## src/rtl/mbs_pkg.sv

```systemverilog
package mbs_pkg;

    localparam int unsigned MBS_BEAT_W   = 16;
    localparam int unsigned MBS_IDX_W    = 2;
    localparam logic [11:0] MBS_BLOCK_ID = 12'h321;

    typedef enum logic [2:0] {
        ST_IDLE,
        ST_WR_LO,
        ST_WR_HI,
        ST_WR_PULSE,
        ST_RD_REQ,
        ST_RD_LO,
        ST_RD_HI,
        ST_HOLD
    } mbs_state_e;

    typedef struct packed {
        logic wait_n;
        logic reg_wr;
        logic reg_rd;
        logic data_phase;
    } mbs_ctrl_t;

    function automatic mbs_ctrl_t decode_state(input mbs_state_e s);
        mbs_ctrl_t c;
        c.wait_n     = (s != ST_RD_REQ);
        c.reg_wr     = (s == ST_WR_PULSE);
        c.reg_rd     = (s == ST_RD_REQ);
        c.data_phase = (s == ST_RD_LO) || (s == ST_RD_HI);
        return c;
    endfunction

endpackage

```

## src/rtl/mbs_addr_decode.sv

```systemverilog
module mbs_addr_decode #(
    parameter int unsigned BEAT_W   = 16,
    parameter int unsigned IDX_W    = 2,
    parameter int unsigned SEL_W    = BEAT_W - IDX_W - 2,
    parameter logic [SEL_W-1:0] BLOCK_ID = '0
) (
    input  logic              clk,
    input  logic              rst,
    input  logic              capture,
    input  logic [BEAT_W-1:0] ad_in,
    output logic              hit,
    output logic [IDX_W-1:0]  idx_q
);
    localparam int unsigned IDX_LSB = 2;
    localparam int unsigned SEL_LSB = IDX_LSB + IDX_W;

    assign hit = (ad_in[BEAT_W-1:SEL_LSB] == BLOCK_ID);

    always_ff @(posedge clk) begin
        if (rst) begin
            idx_q <= '0;
        end else if (capture && hit) begin
            idx_q <= ad_in[SEL_LSB-1:IDX_LSB];
        end
    end
endmodule

```

## src/rtl/mbs_ctrl.sv

```systemverilog
module mbs_ctrl
    import mbs_pkg::*;
(
    input  logic       clk,
    input  logic       rst,
    input  logic       cs_n,
    input  logic       adv_n,
    input  logic       we_n,
    input  logic       hit,
    output logic       addr_cap,
    output mbs_state_e state
);
    mbs_state_e state_nx;

    assign addr_cap = (state == ST_IDLE) && !cs_n && !adv_n;

    always_comb begin
        state_nx = state;
        if (cs_n) begin
            state_nx = ST_IDLE;
        end else begin
            unique case (state)
                ST_IDLE: begin
                    if (addr_cap) begin
                        if (!hit)      state_nx = ST_HOLD;
                        else if (!we_n) state_nx = ST_WR_LO;
                        else            state_nx = ST_RD_REQ;
                    end
                end
                ST_WR_LO:    state_nx = ST_WR_HI;
                ST_WR_HI:    state_nx = ST_WR_PULSE;
                ST_WR_PULSE: state_nx = ST_HOLD;
                ST_RD_REQ:   state_nx = ST_RD_LO;
                ST_RD_LO:    state_nx = ST_RD_HI;
                ST_RD_HI:    state_nx = ST_HOLD;
                ST_HOLD:     state_nx = ST_HOLD;
                default:     state_nx = ST_IDLE;
            endcase
        end
    end

    always_ff @(posedge clk) begin
        if (rst) state <= ST_IDLE;
        else     state <= state_nx;
    end
endmodule

```

## src/rtl/mbs_beat_path.sv

```systemverilog
module mbs_beat_path
    import mbs_pkg::*;
#(
    parameter int unsigned BEAT_W = 16,
    parameter int unsigned NBEATS = 2,
    parameter int unsigned WORD_W = BEAT_W * NBEATS
) (
    input  logic              clk,
    input  logic              rst,
    input  mbs_state_e        state,
    input  logic [BEAT_W-1:0] ad_in,
    input  logic [WORD_W-1:0] reg_rdata,
    output logic [WORD_W-1:0] reg_wdata,
    output logic [BEAT_W-1:0] ad_out
);
    localparam mbs_state_e WR_ST [NBEATS] = '{ST_WR_LO, ST_WR_HI};
    localparam mbs_state_e RD_ST [NBEATS] = '{ST_RD_LO, ST_RD_HI};

    logic [WORD_W-1:0] rbuf;
    logic [BEAT_W-1:0] lane_out [NBEATS];

    for (genvar g = 0; g < NBEATS; g++) begin : g_lane
        always_ff @(posedge clk) begin
            if (rst) begin
                reg_wdata[g*BEAT_W +: BEAT_W] <= '0;
            end else if (state == WR_ST[g]) begin
                reg_wdata[g*BEAT_W +: BEAT_W] <= ad_in;
            end
        end
        assign lane_out[g] = (state == RD_ST[g]) ? rbuf[g*BEAT_W +: BEAT_W] : '0;
    end

    always_ff @(posedge clk) begin
        if (rst)                     rbuf <= '0;
        else if (state == ST_RD_REQ) rbuf <= reg_rdata;
    end

    always_comb begin
        ad_out = '0;
        for (int i = 0; i < NBEATS; i++) ad_out = ad_out | lane_out[i];
    end
endmodule

```

## src/rtl/mbs_top.sv

```systemverilog
module mbs_top
    import mbs_pkg::*;
#(
    parameter int unsigned BEAT_W = MBS_BEAT_W,
    parameter int unsigned IDX_W  = MBS_IDX_W,
    parameter logic [BEAT_W-IDX_W-3:0] BLOCK_ID = MBS_BLOCK_ID
) (
    input  logic                  clk,
    input  logic                  rst,
    input  logic                  cs_n,
    input  logic                  adv_n,
    input  logic                  we_n,
    input  logic                  oe_n,
    input  logic [BEAT_W-1:0]     ad_in,
    output logic [BEAT_W-1:0]     ad_out,
    output logic                  ad_oe,
    output logic                  wait_n,
    output logic [IDX_W-1:0]      reg_idx,
    output logic                  reg_wr,
    output logic [2*BEAT_W-1:0]   reg_wdata,
    output logic                  reg_rd,
    input  logic [2*BEAT_W-1:0]   reg_rdata
);
    localparam int unsigned SEL_W = BEAT_W - IDX_W - 2;

    logic       hit;
    logic       addr_cap;
    mbs_state_e state;
    mbs_ctrl_t  ctl;

    mbs_addr_decode #(
        .BEAT_W(BEAT_W), .IDX_W(IDX_W), .SEL_W(SEL_W), .BLOCK_ID(BLOCK_ID)
    ) u_dec (
        .clk(clk), .rst(rst), .capture(addr_cap), .ad_in(ad_in),
        .hit(hit), .idx_q(reg_idx)
    );

    mbs_ctrl u_ctrl (
        .clk(clk), .rst(rst), .cs_n(cs_n), .adv_n(adv_n), .we_n(we_n),
        .hit(hit), .addr_cap(addr_cap), .state(state)
    );

    mbs_beat_path #(.BEAT_W(BEAT_W), .NBEATS(2)) u_path (
        .clk(clk), .rst(rst), .state(state), .ad_in(ad_in),
        .reg_rdata(reg_rdata), .reg_wdata(reg_wdata), .ad_out(ad_out)
    );

    assign ctl    = decode_state(state);
    assign wait_n = ctl.wait_n;
    assign reg_wr = ctl.reg_wr;
    assign reg_rd = ctl.reg_rd;
    assign ad_oe  = ctl.data_phase && !cs_n && !oe_n;
endmodule

```

## config.mk

```make
export PLATFORM = sky130hd
export DESIGN_NAME = mbs_top
export DESIGN_NICKNAME = d
export VERILOG_FILES = /design/src/rtl/mbs_pkg.sv /design/src/rtl/mbs_addr_decode.sv /design/src/rtl/mbs_ctrl.sv /design/src/rtl/mbs_beat_path.sv /design/src/rtl/mbs_top.sv
export SDC_FILE = /design/constraint.sdc
export NUM_CORES = 1
export LEC_CHECK = 0
export ABC_AREA = 1
export BUFFER_PORTS_ARGS = -buffer_cell sky130_fd_sc_hd__clkbuf_2
export CAP_MARGIN = 25
export CORE_MARGIN = 4
export CORE_UTILIZATION = 52
export CTS_CLUSTER_DIAMETER = 50
export DETAILED_ROUTE_END_ITERATION = 8
export PLACE_DENSITY = 0.88
export SLEW_MARGIN = 10
export SYNTH_ARGS = -nofsm -noshare
export SYNTH_HDL_FRONTEND = slang
export SYNTH_SLANG_ARGS = --single-unit
```

## constraint.sdc

```tcl
create_clock -name clk -period 3 [get_ports clk]
set_input_delay 0.3 -clock clk [delete_from_list [all_inputs] [get_ports clk]]
set_output_delay 0.3 -clock clk [all_outputs]
set_load 0.005 [all_outputs]
```

After elaboration in Yosys (flattened, before gate mapping)
Cells that the tools add are included.
{"block": "word_totals", "in_bits": 54, "register_bits": 69, "output_inout_bits": 54, "wordCells": 34}
{"block": "op_classes", "n_reduce_logical": 12, "muxes": 6, "eq_ne": 10, "n_bitwise": 1}
{"cell": "16-bit two-way mux", "count": 2}
{"cell": "3-bit case mux with 6 select lines", "count": 1}
{"cell": "16-bit bitwise OR", "count": 1}
{"cell": "12-bit by 10-bit equality test with 1-bit output (second input constant)", "count": 1}
{"cell": "3-bit equality test (second input constant)", "count": 4}
{"cell": "3-bit two-way mux", "count": 3}
{"cell": "3-bit by 2-bit equality test with 1-bit output (second input constant)", "count": 2}
{"cell": "1-bit logical AND", "count": 5}
{"cell": "3-bit by 1-bit equality test with 1-bit output (second input constant)", "count": 1}
{"cell": "1-bit logical NOT", "count": 3}
{"cell": "3-bit logical NOT", "count": 1}
{"cell": "3-bit != test (second input constant)", "count": 1}
{"cell": "3-bit OR reduction", "count": 1}
{"cell": "2-bit != test (second input constant)", "count": 1}
{"cell": "2-bit OR reduction", "count": 1}
{"cell": "1-bit logical OR", "count": 1}

Longest topological paths before layout
{"block": "depth", "word_depth": 5, "mapped_depth": 8, "ltp_nobuf": 8}

By module
From an unflattened synthesis, not the netlist that was laid out.
{"block": "unflattened", "hier_cells": 495, "hier_area_um2": 3331.9}
{"mod": "mbs_beat_path", "n_inst": 1, "area_each_um2": 2925.3, "seq_area_each_um2": 1281.2, "cells_per_inst": 424}
{"mod": "mbs_addr_decode", "n_inst": 1, "area_each_um2": 195.2, "seq_area_each_um2": 40.0, "cells_per_inst": 37}
{"mod": "mbs_ctrl", "n_inst": 1, "area_each_um2": 161.4, "seq_area_each_um2": 60.1, "cells_per_inst": 22}
{"mod": "mbs_top", "n_inst": 1, "area_each_um2": 50.0, "seq_area_each_um2": 0.0, "cells_per_inst": 12}

Least setup slack after synthesis
Ideal clock, no wire load.
{"block": "synth_timing", "kind": "reg2out", "startpoint": "register u_ctrl.state[0]", "endpoint": "output ad_out[10]", "arrival_time_ns": 0.980, "path_slack_ns": 1.720, "path_stages_with_launch": 6, "path_buffers": 1, "required_ns": 2.700, "path_cell_list": "dfxtp_1 inv_2 nor2_2 nand2_2 buf_6 o22ai_1"}
{"block": "synth_via", "elab_chain_cells": 3, "word_cells_on_any_way": 5, "cone_classes": "eq/ne (2); mux (2); bitwise (1)"}
{"element": "start: declaration", "line": "mbs_ctrl.sv:11", "rtl": "output mbs_state_e state"}
{"element": "start signal: assignment", "line": "mbs_ctrl.sv:44", "rtl": "else state <= state_nx;"}
{"element": "3-bit equality test", "line": "mbs_beat_path.sv:30", "rtl": "assign lane_out[g] = (state == RD_ST[g]) ? rbuf[g*BEAT_W +: BEAT_W] : '0;"}
{"element": "16-bit two-way mux", "line": "mbs_beat_path.sv:30"}
{"element": "16-bit bitwise OR *", "line": "mbs_beat_path.sv:40", "rtl": "for (int i = 0; i < NBEATS; i++) ad_out = ad_out | lane_out[i];"}
{"element": "end: declaration", "line": "mbs_top.sv:15", "rtl": "output logic [BEAT_W-1:0] ad_out,"}
Mark *: on every way between the ends. The rest lies on a longest branch, timed or not.

Worst setup path after layout
{"block": "layout_timing", "startpoint": "register u_ctrl.state[1]", "endpoint": "output ad_oe"}
{"block": "layout_via", "elab_chain_cells": 4, "word_cells_on_any_way": 5, "cone_classes": "eq/ne (2); reduce/logical (3)"}
{"element": "3-bit equality test", "line": "mbs_pkg.sv:30", "rtl": "c.data_phase = (s == ST_RD_LO) || (s == ST_RD_HI);"}
{"element": "1-bit logical OR *", "line": "mbs_pkg.sv:30"}
{"element": "1-bit logical AND * (2 in a row)", "line": "mbs_top.sv:52", "rtl": "assign ad_oe = ctl.data_phase && !cs_n && !oe_n;"}
{"element": "end: declaration", "line": "mbs_top.sv:16", "rtl": "output logic ad_oe,"}
Marked as above.

==> results.toml <==
[cts]
cts_tree = "yes"
numCtsBuffers = 9
clk_latency_ps = 340
clockBufferDepth = 2
post_cts_buffers = 0
cts_htree_levels = 3
root_buffer = "clkbuf_8"
post_cts_resized = 0
clk_pin_slew_worst_paths_ps = 80
cts_sinks = 69
hold_buffers = 0

[finish]
fin_nets = 510
syn_to_final_growth_pct = 25.2
layout-drive-gt1-share_pct = 30.2
antenna_cells = 0
fin_cells = 531
nFillCells = 441

[timing]
finClkSkew_ps = 8.06
slew_headroom_pct = 57.7
setup_violations = 0
finalMaxSlewViolations = 0
setup_tns_ps = 0
fin_crit_ps = 2040
finalHoldViolCount = 0
max_freq_mhz = 489
rsz0062_at_grt = "no"
worst_slew_pin_slew_ps = 632
holdWs_ps = 227
post-route-period-util_pct = 68.1

[power]
totalPowerFinal_w = 0.00209
ir_drop_mv = 0.330
pwr-share-seq_pct = 48.3
p_clk_share_pct = 40.3
p_int_w = 0.00157
combPwrFrac_pct = 11.4
swShare_pct = 25.1
p_leak_nw = 1.58
power.switching_w = 0.000525
p_per_area_nw_per_um2 = 596

[placement]
portBuffers = 107
dp.cells = 515
gp_congestion = 0.821
dp_hpwl_um = 4890

[detailed_routing]
drt-initial-drc-count = 124
drc = 0
wire_per_inst_um = 13.0
via_per_inst = 4.99
drt_first_pass_iters = 4
vias = 2650
ant_nets = 0
finalWirelength_um = 6910

[die]
rows = 26
ios = 108
initial_core_util_pct = 54.2
die_y_um = 81.4
core_area_sq_um = 5170
dieArea_sq_um = 6630
dieWidth_um = 81.4

[yosys]
synthCells = 359
ys_seq_area_share_pct = 49.3
netlist_area_sq_um = 2800
yosysTopAreaCellShare_pct = 49.3
synth_nets = 413
yosysTopAreaCell = "dfxtp_1"
synth_seq_cells = 69
synth.most_common_cell = "dfxtp_1"
syn_area_per_cell_sq_um = 7.81
synth.distinct_cells = 22
yosys_most_used_dff = "dfxtp_1"
synthTopCellsByArea = "dfxtp_1, o21ai_0, a21oi_1"
async_reset_ff_share_pct = 0
yosys_warnings = 0
synth.top_cells.by_count = "dfxtp_1, inv_1, o21ai_0"
synth-edff-count = 0

[grt]
grt_max_degree = 67
grt_antenna_before_repair = 0
grt_pass1_vias = 2415
grt_pass1_wl_um = 10600
grt_usage_pct = 21.1
grt_overflow_total = 0

[setup_path]
start_kind = "register"
cp-end-kind = "primary output"
required_ps = 2700
cp_max_fo = 17
worstSetupPathType = "register to primary output"
crit_arrival_ps = 1740

[worst_hold_path]
hold_class = "primary input to register"

[run]
drv_cap = 0

[run_status]
status = "finished, final reports clean"
-- sequential cells by signal, summed over array words and instances, names as in the netlist --
register          flops
u_path.reg_wdata     32
u_dec.idx_q           2
u_ctrl.state          3
u_path.rbuf          32
-- cell type report --
type                    instances  area [sq um]  share of cell area, %
flip-flops and latches         69          1380                   39.3
multi-input cells             201          1020                   28.9
repair buffers                110           558                   15.9
inverters                      65           244                   6.95
clock buffers                  10           138                   3.92
well taps                      70          87.6                   2.49
clock inverters                 6          86.3                   2.46
-- placed cells by master (no fill, tap or decap), drive strengths merged --
master,n
inv,65
clkbuf,117
o21ai,65
dfxtp,69
a211oi,1
or2,2
nand2,16
clkinvlp,1
buf,3
nor2,39
o22ai,16
clkinv,3
nand4,3
nand3,5
a21oi,54
bufinv,2
-- cell families (layout without fill, tap and decap cells) --
logic type / Yosys count / after routing / share of synthesized area (%)
AOI/OAI and AO/OA: 136 / 136 / 25.1
buffers and inverters: 89 / 191 / 14.5
DFF: 69 / 69 / 49.3
and+or+nand+nor: 65 / 65 / 11.2
-- critical path, stage by stage (launching register included) --
cell and delay, ps:
dfxtp_1 560, nand3_2 370, a211oi_1 330, clkbuf_2 150
-- power groups by stage --
| stage | Combinational, W | Sequential, W | Clock [W] |
|---|---|---|---|
| floorplan | 0.000154 | 0.00103 | 0 |
| global placement | 0.000231 | 0.00103 | 0 |
| detailed placement | 0.000238 | 0.00103 | 0 |
| CTS | 0.000241 | 0.00101 | 0.000855 |
| global route | 0.000272 | 0.00102 | 0.000893 |
| finish | 0.000239 | 0.00101 | 0.000842 |
-- metal layers --
layer  global-route usage, %  share of wire (%)  up-vias
met5                       0                  0        -
met4                    9.29                1.4        0
met3                    7.79                9.7        9
met2                    36.3                 48       99
met1                    23.1                 41     1180
li1                        -                  -     1362
-- per-stage QoR --
step           setup WS, ps  instance area (sq um)  utilization, %
2_1_floorplan          1720                   2800               -
3_3_place_gp           1330                   3290            63.5
3_5_place_dp           1270                   3290            63.5
4_1_cts                 931                   3510            67.9
5_1_grt                 844                   3510            67.9
6_report                956                   3510            67.9
-- final timing paths --
path / startpoint / end / slack (ps) / cells after the start
hold reg to reg: u_path.reg_wdata[27] / u_path.reg_wdata[27] / 450 / 2
setup reg to reg: u_ctrl.state[1] / u_path.rbuf[14] / 1150 / 5
setup / recovery: u_ctrl.state[1] / ad_oe / 960 / 3
hold / removal: ad_in[3] / u_path.reg_wdata[3] / 230 / 3
Note: power is estimated with default switching activity, not from simulation.
